**src/rtl/bafu_pkg.sv**
```systemverilog
package bafu_pkg;

   localparam int INST_W = 32;
   localparam int OPC_W  = 6;
   localparam int REG_W  = 5;
   localparam int LIT_W  = 16;

   localparam int OPC_LSB = 26;
   localparam int RC_LSB  = 21;
   localparam int RA_LSB  = 16;
   localparam int RB_LSB  = 11;

   localparam int WORD_BYTES = 4;
   localparam int WORD_SHIFT = 2;

   typedef logic [INST_W-1:0] inst_t;
   typedef logic [OPC_W-1:0]  opc_t;

   localparam opc_t OPC_BRZ  = 6'h1D;
   localparam opc_t OPC_BRNZ = 6'h1E;
   localparam opc_t OPC_ADD  = 6'h20;

   localparam logic [REG_W-1:0] ZERO_REG = 5'd31;

   localparam inst_t NOP_WORD = {OPC_ADD, ZERO_REG, ZERO_REG, ZERO_REG, 11'd0};

   typedef enum logic [1:0] {
      BR_NONE    = 2'd0,
      BR_ZERO    = 2'd1,
      BR_NONZERO = 2'd2
   } br_kind_e;

   function automatic br_kind_e branch_kind(input opc_t op);
      case (op)
         OPC_BRZ:  return BR_ZERO;
         OPC_BRNZ: return BR_NONZERO;
         default:  return BR_NONE;
      endcase
   endfunction

endpackage

```
**src/rtl/bafu_pc_seq.sv**
```systemverilog
module bafu_pc_seq
   import bafu_pkg::*;
#(
   parameter int                ADDR_W   = 32,
   parameter logic [ADDR_W-1:0] RESET_PC = '0
) (
   input  logic              clk,
   input  logic              rst,
   input  logic              redirect,
   input  logic [ADDR_W-1:0] target,
   output logic [ADDR_W-1:0] pc,
   output logic [ADDR_W-1:0] next_pc
);

   localparam logic [ADDR_W-1:0] STEP = ADDR_W'(WORD_BYTES);

   logic [ADDR_W-1:0] pc_q;
   logic [ADDR_W-1:0] seq_pc;

   assign seq_pc  = pc_q + STEP;
   assign next_pc = redirect ? target : seq_pc;
   assign pc      = pc_q;

   always_ff @(posedge clk) begin
      if (rst) pc_q <= RESET_PC;
      else     pc_q <= next_pc;
   end

endmodule

```
**src/rtl/bafu_exec_reg.sv**
```systemverilog
module bafu_exec_reg
   import bafu_pkg::*;
#(
   parameter int ADDR_W     = 32,
   parameter bit LINK_STORE = 1'b1
) (
   input  logic              clk,
   input  logic              rst,
   input  logic              annul,
   input  inst_t             fetch_word,
   input  logic [ADDR_W-1:0] fetch_pc,
   output inst_t             ex_inst,
   output logic [ADDR_W-1:0] ex_pc,
   output logic [ADDR_W-1:0] ex_link,
   output logic              ex_live
);

   localparam logic [ADDR_W-1:0] STEP = ADDR_W'(WORD_BYTES);

   inst_t inst_q;
   logic  live_q;

   always_ff @(posedge clk) begin
      if (rst) begin
         inst_q <= NOP_WORD;
         live_q <= 1'b0;
      end else begin
         inst_q <= annul ? NOP_WORD : fetch_word;
         live_q <= ~annul;
      end
   end

   generate
      if (LINK_STORE) begin : g_store_link
         logic [ADDR_W-1:0] link_q;
         always_ff @(posedge clk) begin
            if (rst) link_q <= STEP;
            else     link_q <= fetch_pc + STEP;
         end
         assign ex_link = link_q;
         assign ex_pc   = link_q - STEP;
      end else begin : g_store_pc
         logic [ADDR_W-1:0] pc_q;
         always_ff @(posedge clk) begin
            if (rst) pc_q <= '0;
            else     pc_q <= fetch_pc;
         end
         assign ex_pc   = pc_q;
         assign ex_link = pc_q + STEP;
      end
   endgenerate

   assign ex_inst = inst_q;
   assign ex_live = live_q;

endmodule

```
**src/rtl/bafu_branch_eval.sv**
```systemverilog
module bafu_branch_eval
   import bafu_pkg::*;
#(
   parameter int ADDR_W = 32,
   parameter int DATA_W = 32
) (
   input  opc_t              opcode,
   input  logic [LIT_W-1:0]  literal,
   input  logic              live,
   input  logic [DATA_W-1:0] ra_value,
   input  logic [ADDR_W-1:0] link,
   output logic              taken,
   output logic [ADDR_W-1:0] target
);

   localparam int EXT_W = ADDR_W - LIT_W - WORD_SHIFT;

   br_kind_e          kind;
   logic              is_zero;
   logic [ADDR_W-1:0] byte_off;

   assign kind    = branch_kind(opcode);
   assign is_zero = ~|ra_value;

   always_comb begin
      case (kind)
         BR_ZERO:    taken = live & is_zero;
         BR_NONZERO: taken = live & ~is_zero;
         default:    taken = 1'b0;
      endcase
   end

   generate
      if (EXT_W > 0) begin : g_ext
         assign byte_off = {{EXT_W{literal[LIT_W-1]}}, literal, {WORD_SHIFT{1'b0}}};
      end else begin : g_noext
         assign byte_off = {literal, {WORD_SHIFT{1'b0}}};
      end
   endgenerate

   assign target = link + byte_off;

endmodule

```
**src/rtl/branch_annul_fetch.sv**
```systemverilog
module branch_annul_fetch
   import bafu_pkg::*;
#(
   parameter int                ADDR_W     = 32,
   parameter int                DATA_W     = 32,
   parameter bit                LINK_STORE = 1'b1,
   parameter logic [ADDR_W-1:0] RESET_PC   = '0
) (
   input  logic              clk,
   input  logic              rst,
   input  logic [31:0]       fetch_word,
   input  logic [DATA_W-1:0] ra_value,
   output logic [ADDR_W-1:0] pc_out,
   output logic [ADDR_W-1:0] next_pc,
   output logic [31:0]       ex_inst,
   output logic [ADDR_W-1:0] ex_pc,
   output logic [4:0]        ex_ra_idx,
   output logic              rf_wr_allow,
   output logic              mem_wr_allow
);

   generate
      if (ADDR_W != LIT_W + WORD_SHIFT + 14 && ADDR_W < LIT_W + WORD_SHIFT) begin : g_bad_addr
         $error("ADDR_W too narrow for branch offset");
      end
      if (DATA_W < 1) begin : g_bad_data
         $error("DATA_W must be positive");
      end
      if (RESET_PC[WORD_SHIFT-1:0] != '0) begin : g_bad_reset
         $error("RESET_PC must be word aligned");
      end
   endgenerate

   logic              taken;
   logic [ADDR_W-1:0] target;
   logic [ADDR_W-1:0] link;
   logic              live;
   inst_t             ex_q;

   bafu_pc_seq #(
      .ADDR_W   (ADDR_W),
      .RESET_PC (RESET_PC)
   ) u_pc (
      .clk      (clk),
      .rst      (rst),
      .redirect (taken),
      .target   (target),
      .pc       (pc_out),
      .next_pc  (next_pc)
   );

   bafu_exec_reg #(
      .ADDR_W     (ADDR_W),
      .LINK_STORE (LINK_STORE)
   ) u_exreg (
      .clk        (clk),
      .rst        (rst),
      .annul      (taken),
      .fetch_word (fetch_word),
      .fetch_pc   (pc_out),
      .ex_inst    (ex_q),
      .ex_pc      (ex_pc),
      .ex_link    (link),
      .ex_live    (live)
   );

   bafu_branch_eval #(
      .ADDR_W (ADDR_W),
      .DATA_W (DATA_W)
   ) u_br (
      .opcode   (ex_q[OPC_LSB +: OPC_W]),
      .literal  (ex_q[LIT_W-1:0]),
      .live     (live),
      .ra_value (ra_value),
      .link     (link),
      .taken    (taken),
      .target   (target)
   );

   assign ex_inst      = ex_q;
   assign ex_ra_idx    = ex_q[RA_LSB +: REG_W];
   assign rf_wr_allow  = live;
   assign mem_wr_allow = live;

endmodule

```
**config.mk**
```make
export PLATFORM = sky130hd
export DESIGN_NAME = branch_annul_fetch
export DESIGN_NICKNAME = d
export VERILOG_FILES = /design/src/rtl/bafu_pkg.sv /design/src/rtl/bafu_pc_seq.sv /design/src/rtl/bafu_exec_reg.sv /design/src/rtl/bafu_branch_eval.sv /design/src/rtl/branch_annul_fetch.sv
export SDC_FILE = /design/constraint.sdc
export NUM_CORES = 1
export LEC_CHECK = 0
export CAP_MARGIN = 20
export CORE_MARGIN = 5
export CORE_UTILIZATION = 25
export CTS_BUF_LIST = sky130_fd_sc_hd__clkbuf_8
export DETAILED_ROUTE_END_ITERATION = 7
export PLACE_DENSITY = 0.63
export RECOVER_POWER = 100
export SLEW_MARGIN = 40
export SYNTH_ARGS = -nofsm -noshare
export SYNTH_HDL_FRONTEND = slang
export SYNTH_SLANG_ARGS = --single-unit
```
**constraint.sdc**
```tcl
create_clock -name clk -period 3 [get_ports clk]
set_input_delay 0.6 -clock clk [delete_from_list [all_inputs] [get_ports clk]]
set_output_delay 0.6 -clock clk [all_outputs]
set_load 0.01 [all_outputs]
```
==> impl_metrics.yaml, run 1 <==
run_status:
  status: "complete, but fails checks"
  violations: "negative setup slack"
pwr:
  combPwrFrac_pct: 21.7
  swShare_pct: 30.1
  seqPwrFrac_pct: 47.4
  vdd_ir_drop_max_uv: 205
  netSwitchingPower_mw: 0.850
  clkPwrFrac_pct: 30.9
  power_density_mw_per_mm2: 269
  internal_power_mw: 1.97
  p_leak_nw: 4.91
final_layout:
  final_nets: 1182
  diodes: 0
  layout-drive-gt1-share_pct: 40.3
  final_util_pct: 47.9
  area_growth_pct: 87.9
yosys:
  ys_warn_count: 0
  netlist_instances: 666
  ys_seq_area_share_pct: 34.8
  synth_ff_type: "dfxtp_1"
  synth_top_cell_by_area: "dfxtp_1"
  synth_top_area_share_pct: 34.8
  synth.most_common_cell: "dfxtp_1"
  syn_area_per_cell_um2: 8.38
  synth_edf_count: 0
  synthTopCellsByArea: "dfxtp_1, ha_1, xor2_1"
  synth-seq-cells: 97
  async_reset_ff_share_pct: 0
  ys_types: 50
  yosys-top-cells-count: "dfxtp_1, nor2_1, a21oi_1, nand2_1, xor2_1"
  synthesis.area_mm2: 0.00558
  postSynthNetCount: 765
routing:
  vias: 6337
  first_pass_iters: 5
  route.detailed.drc: 0
  ant_nets: 0
  routedWlPerCell_um: 16.5
  vias_per_cell: 4.63
  wirelength_mm: 22.6
  drtIter0Drc: 272
global_route:
  grt_pass1_vias: 6497
  track_usage_pct: 16.6
  overflow: 0
  grt_max_degree: 30
  grt_pass1_wl_mm: 34.2
  grt_antenna_before_repair: 0
sta:
  rsz0062_at_grt: "yes"
  fmaxAchievable_mhz: 272
  setup_ws_ps: -679
  worst_pin_slew_ps: 1300
  hold_viol: 0
  drv_slew: 0
  whs_ps: 497
  fin_worst_skew_ps: 18.4
  setup_tns_ps: -23190
  fin_crit_ps: 3680
  setup_viol: 48
  min_period_over_period_pct: 123
  relSlewSlack_pct: 13.4
worst_setup_path:
  r2r_start: "u_exreg.ex_inst[31]"
  crit_start: "u_exreg.ex_link[4]"
  worst_setup_path_end_kind: "primary output"
  reg2regPathDepth: 13
  max_stage_delay_ps: 470
  cp.arrival_ps: 3080
  cp.required_ps: 2400
  critical_path_class: "reg2out"
  slowest_stage: "or4_4"
  r2r_slack_ps: 170
  startpoint_type: "flop"
  path_cells: "buf_6, nor4_4, nand2_2, or3_4, or3_4, or4_4, or3_4, xnor2_2, buf_4"
  r2r_end: "u_pc.pc[17]"
  path_delay_family: "simple AND/OR/NAND/NOR gates"
  crit_path_max_fanout: 4
  critPathBufInv: 2
  crit_top_cell: "or3_4"
clock_tree:
  cts_sinks: 97
  root_buffer: "clkbuf_8"
  hold_buffers: 0
  clk_pin_slew_ps: 110
  insertion_delay_ps: 410
  cts_buffers: 9
  cts_tree: "built"
  clock_path_buffers: 2
  h-tree-depth: 3
floorplan:
  io_pins: 201
  core-area_mm2: 0.0219
  dieArea_mm2: 0.0254
  die_h_um: 159
  dieWidth_um: 159
  start_util_pct: 25.5
  rows: 54
worst_hold_path:
  min_path_cells: 1
  min_to: "u_exreg.ex_link[0]"
  min_from: "u_pc.pc[0]"
  hp-class: "reg2reg"
place:
  dp_hpwl_mm: 16.8
  portBuffers: 200
  place.gp.congestion: 0.848
  post-place-ws_ps: -748
flow_run:
  cap_violations: 0
power groups by stage:
stage                     sequential [mW]  combinational (mW)  clock, mW
after floorplan                      1.38               0.209          0
after global placement               1.37               0.577          0
after detailed placement             1.37               0.578          0
after CTS                            1.34               0.596      0.921
after global routing                 1.34               0.660      0.953
final                                1.34               0.612      0.873
through the flow:
step	cells	area, um2	power [mW]
6_report	1368	10500	2.82
3_3_place_gp	1311	9330	1.94
5_1_grt	1368	10500	2.96
2_1_floorplan	666	5620	1.59
4_1_cts	1357	10100	2.86
3_5_place_dp	1311	9330	1.94
sequential cells by signal, indices dropped and copies added, names as in the netlist:
register         flops
u_exreg.ex_link     32
u_exreg.ex_inst     32
u_exreg.ex_live      1
u_pc.pc             32
routing by layer:
layer	wire length, um	track usage, %
met5	0	0
met1	9470	20.0
met4	556	5.00
met2	11000	28.1
met3	1490	5.44
placed cells by master (no fill, tap or decap), types with 12 or more instances in the layout:
| master | count |
|---|---|
| buf_4 | 195 |
| dfxtp_1 | 91 |
| dlygate4sd3_1 | 74 |
| nor2_1 | 67 |
| nand2_1 | 39 |
| clkdlybuf4s50_1 | 39 |
| xor2_1 | 35 |
| buf_2 | 32 |
| buf_6 | 32 |
| nor2b_1 | 30 |
| ha_1 | 26 |
| xnor2_1 | 23 |
| a21oi_2 | 21 |
| a21oi_1 | 20 |
| or3_1 | 18 |
| clkdlybuf4s15_1 | 18 |
| inv_1 | 17 |
| nand3_1 | 17 |
| nand4_1 | 15 |
| clkbuf_1 | 15 |
| and2_1 | 13 |
| a211oi_1 | 12 |
| xnor2_2 | 12 |
cells by family after synthesis:
kind of cell	count (synthesis)	synth area share [%]
flip-flops	97	34.8
XOR/XNOR	79	12.5
multiplexers	5	0.920
AND/OR/NAND/NOR	285	27.1
buffers and inverters	49	3.97
AO/OA/AOI/OAI	118	13.1
adder cells (fa/ha/maj)	33	7.54
worst max path at each step:
stage,to,slack [ps],cells after the start
finish,ex_pc[26],-680,9
global route,next_pc[30],-830,12
CTS,ex_pc[26],-780,9
detailed placement,next_pc[14],-750,10
floorplan,next_pc[27],-7,9
global placement,next_pc[30],-810,11
area by class of cell:
cell class,count,area (um2)
Tap cell,280,350
Multi-Input combinational cell,520,4260
Clock inverter,7,60.1
Fill cell,2083,11400
Clock buffer,9,124
Sequential cell,97,1950
Timing Repair Buffer,438,3670
Inverter,17,63.8
what timing repair did:
action	CTS	global route
gates resized for setup	391	117
cloned	2	1
setup buffers	29	14
endpoints found under the setup margin	53	53
pin swaps	70	65
hold endpoints to repair	0	0
Note: power is estimated with default switching activity, not from simulation.
==> run 2: changes to the inputs <==
- CAP_MARGIN: 20 -> default
- PLACE_DENSITY: 0.63 -> default
- PLACE_DENSITY_LB_ADDON: default -> 0.08
==> run 2 against run 1 <==
Effect of this change: the run ends with max-capacitance violations, max-slew violations, negative setup slack left; final cell count fell by 0.37%; cell area rose by 0.50%; sequential cell count unchanged; core utilization up 0.24 points; critical path depth grew 4; fmax grew 0.21%.
==> impl_metrics.yaml, run 2 (synthesis results as in run 1) <==
place:
  post-place-ws_ps: -812
  place_inst: 1304
  portBuffers: 200
  dp_hpwl_mm: 17.8
  place.gp.congestion: 0.883
  placed_area_mm2: 0.00932
sta:
  fin_crit_ps: 3670
  hold_viol: 0
  relSlewSlack_pct: -21.9
  whs_ps: 520
  setup_ws_ps: -671
  drv_slew: 39
  worst_pin_slew_ps: 1830
  min_period_over_period_pct: 122
  fin_worst_skew_ps: 8.93
  setup_viol: 46
  fmaxAchievable_mhz: 272
  rsz0062_at_grt: "yes"
  setup_tns_ps: -19230
worst_setup_path:
  path_delay_family: "compound AO/OA/AOI/OAI gates"
  worst_setup_path_end_kind: "primary output"
  slowest_stage: "a221o_1"
  crit_path_max_fanout: 3
  startpoint_type: "flop"
  critPathBufInv: 4
  path_cells: "buf_6, ha_4, o211ai_1, o211ai_1, a221o_1, a31o_4, a221oi_2, buf_4, buf_6, xnor2_2, nor2_2, a21oi_1, buf_2"
  cp.arrival_ps: 3070
  r2r_slack_ps: 150
  reg2regPathDepth: 12
  cp.required_ps: 2400
  r2r_end: "u_pc.pc[17]"
  critical_path_class: "reg2out"
  r2r_start: "u_exreg.ex_inst[31]"
  path_depth: 13
  max_stage_delay_ps: 400
routing:
  vias: 6281
  wirelength_mm: 23.1
  route.detailed.drc: 0
  first_pass_iters: 4
  routedWlPerCell_um: 16.9
  drtIter0Drc: 203
  ant_nets: 0
  vias_per_cell: 4.61
global_route:
  use_met3_pct: 3.42
  overflow: 0
  grt_pass1_vias: 6714
  track_usage_pct: 17.4
  grt.busiest_layer: "met2"
  grt_antenna_before_repair: 0
  grt_use_met1_pct: 21.9
  met2_usage_pct: 30.4
  grt_max_degree: 39
  grt_pass1_wl_mm: 35.7
final_layout:
  nFillCells: 2170
  finalNonFillerCells: 1363
  area_growth_pct: 88.8
  diodes: 0
  final_common_cell: "buf_4"
  design_area_mm2: 0.0105
  layout_common_cells: "buf_4, dfxtp_1, dlygate4sd3_1"
  final_nets: 1178
  final_util_pct: 48.1
  layout-drive-gt1-share_pct: 41.5
pwr:
  vdd_ir_drop_max_uv: 177
  p_leak_nw: 4.92
  seqPwrFrac_pct: 45.3
  internal_power_mw: 2.13
  netSwitchingPower_mw: 0.826
  combPwrFrac_pct: 21.3
  power_density_mw_per_mm2: 281
  clkPwrFrac_pct: 33.4
  p_total_mw: 2.96
  swShare_pct: 27.9
worst_hold_path:
  hp-class: "reg2reg"
  min_to: "u_exreg.ex_link[0]"
  min_from: "u_pc.pc[0]"
  min_path_cells: 1
clock_tree:
  h-tree-depth: 3
  clock_path_buffers: 2
  insertion_delay_ps: 390
  hold_buffers: 0
  root_buffer: "clkbuf_8"
  cts_tree: "built"
  clk_pin_slew_ps: 100
  cts_buffers: 9
  cts_sinks: 97
floorplan:
  core-area_mm2: 0.0219
  rows: 54
  die_h_um: 159
  dieArea_mm2: 0.0254
  dieWidth_um: 159
  io_pins: 201
  start_util_pct: 25.5
run_status:
  violations: "max-capacitance violations, max-slew violations, negative setup slack"
  status: "complete, but fails checks"
flow_run:
  cap_violations: 1
-- run 2: power groups by stage --
stage	clock network [mW]	logic [mW]	registers, mW
3_3_place_gp	0	0.585	1.37
3_5_place_dp	0	0.586	1.37
5_1_grt	1.07	0.679	1.35
6_report	0.988	0.629	1.34
4_1_cts	1.02	0.624	1.34
2_1_floorplan	0	0.209	1.38
-- run 2: how the worst max path moves through the flow --
stage / startpoint / end / slack, ps
final: u_exreg.ex_link[4] / next_pc[23] / -670
after global routing: u_exreg.ex_link[7] / ex_pc[24] / -790
after CTS: u_exreg.ex_link[4] / ex_pc[31] / -890
after detailed placement: u_exreg.ex_link[2] / next_pc[16] / -810
after global placement: u_exreg.ex_link[2] / next_pc[16] / -810
after floorplan: u_exreg.ex_link[6] / next_pc[27] / -7
-- run 2: worst register-to-register path, stage by stage (launching register included) --
cell      delay [ps]
dfxtp_1          350
and4b_1          220
and3b_1          190
ha_1             180
xor2_1           160
nand3b_1          80
clkbuf_1         450
buf_4            250
clkbuf_4         290
nor2_2           100
clkbuf_4         140
buf_4            120
a211oi_1         230
-- run 2: repair_timing --
item / 4_1_cts / 5_1_grt
gates cloned: 0 / 1
pin swaps: 85 / 67
buffers inserted: 34 / 15
endpoints found under the setup margin: 52 / 55
resized for setup: 373 / 144
-- run 2: final cells by class --
type / count / area (um2) / area share [%]
multi-input cells: 520 / 4320 / 41.0
repair buffers: 434 / 3620 / 34.4
flip-flops and latches: 97 / 1960 / 18.6
well taps: 280 / 350 / 3.33
clock buffers: 9 / 124 / 1.18
clock inverters: 6 / 91.3 / 0.867
inverters: 17 / 63.8 / 0.606
-- run 2: layer usage --
layer | part of all wire, % | vias to the layer above
li1 | - | 3131
met1 | 45 | 3022
met2 | 50 | 111
met3 | 4.2 | 17
met4 | 1.2 | 0
met5 | 0 | -
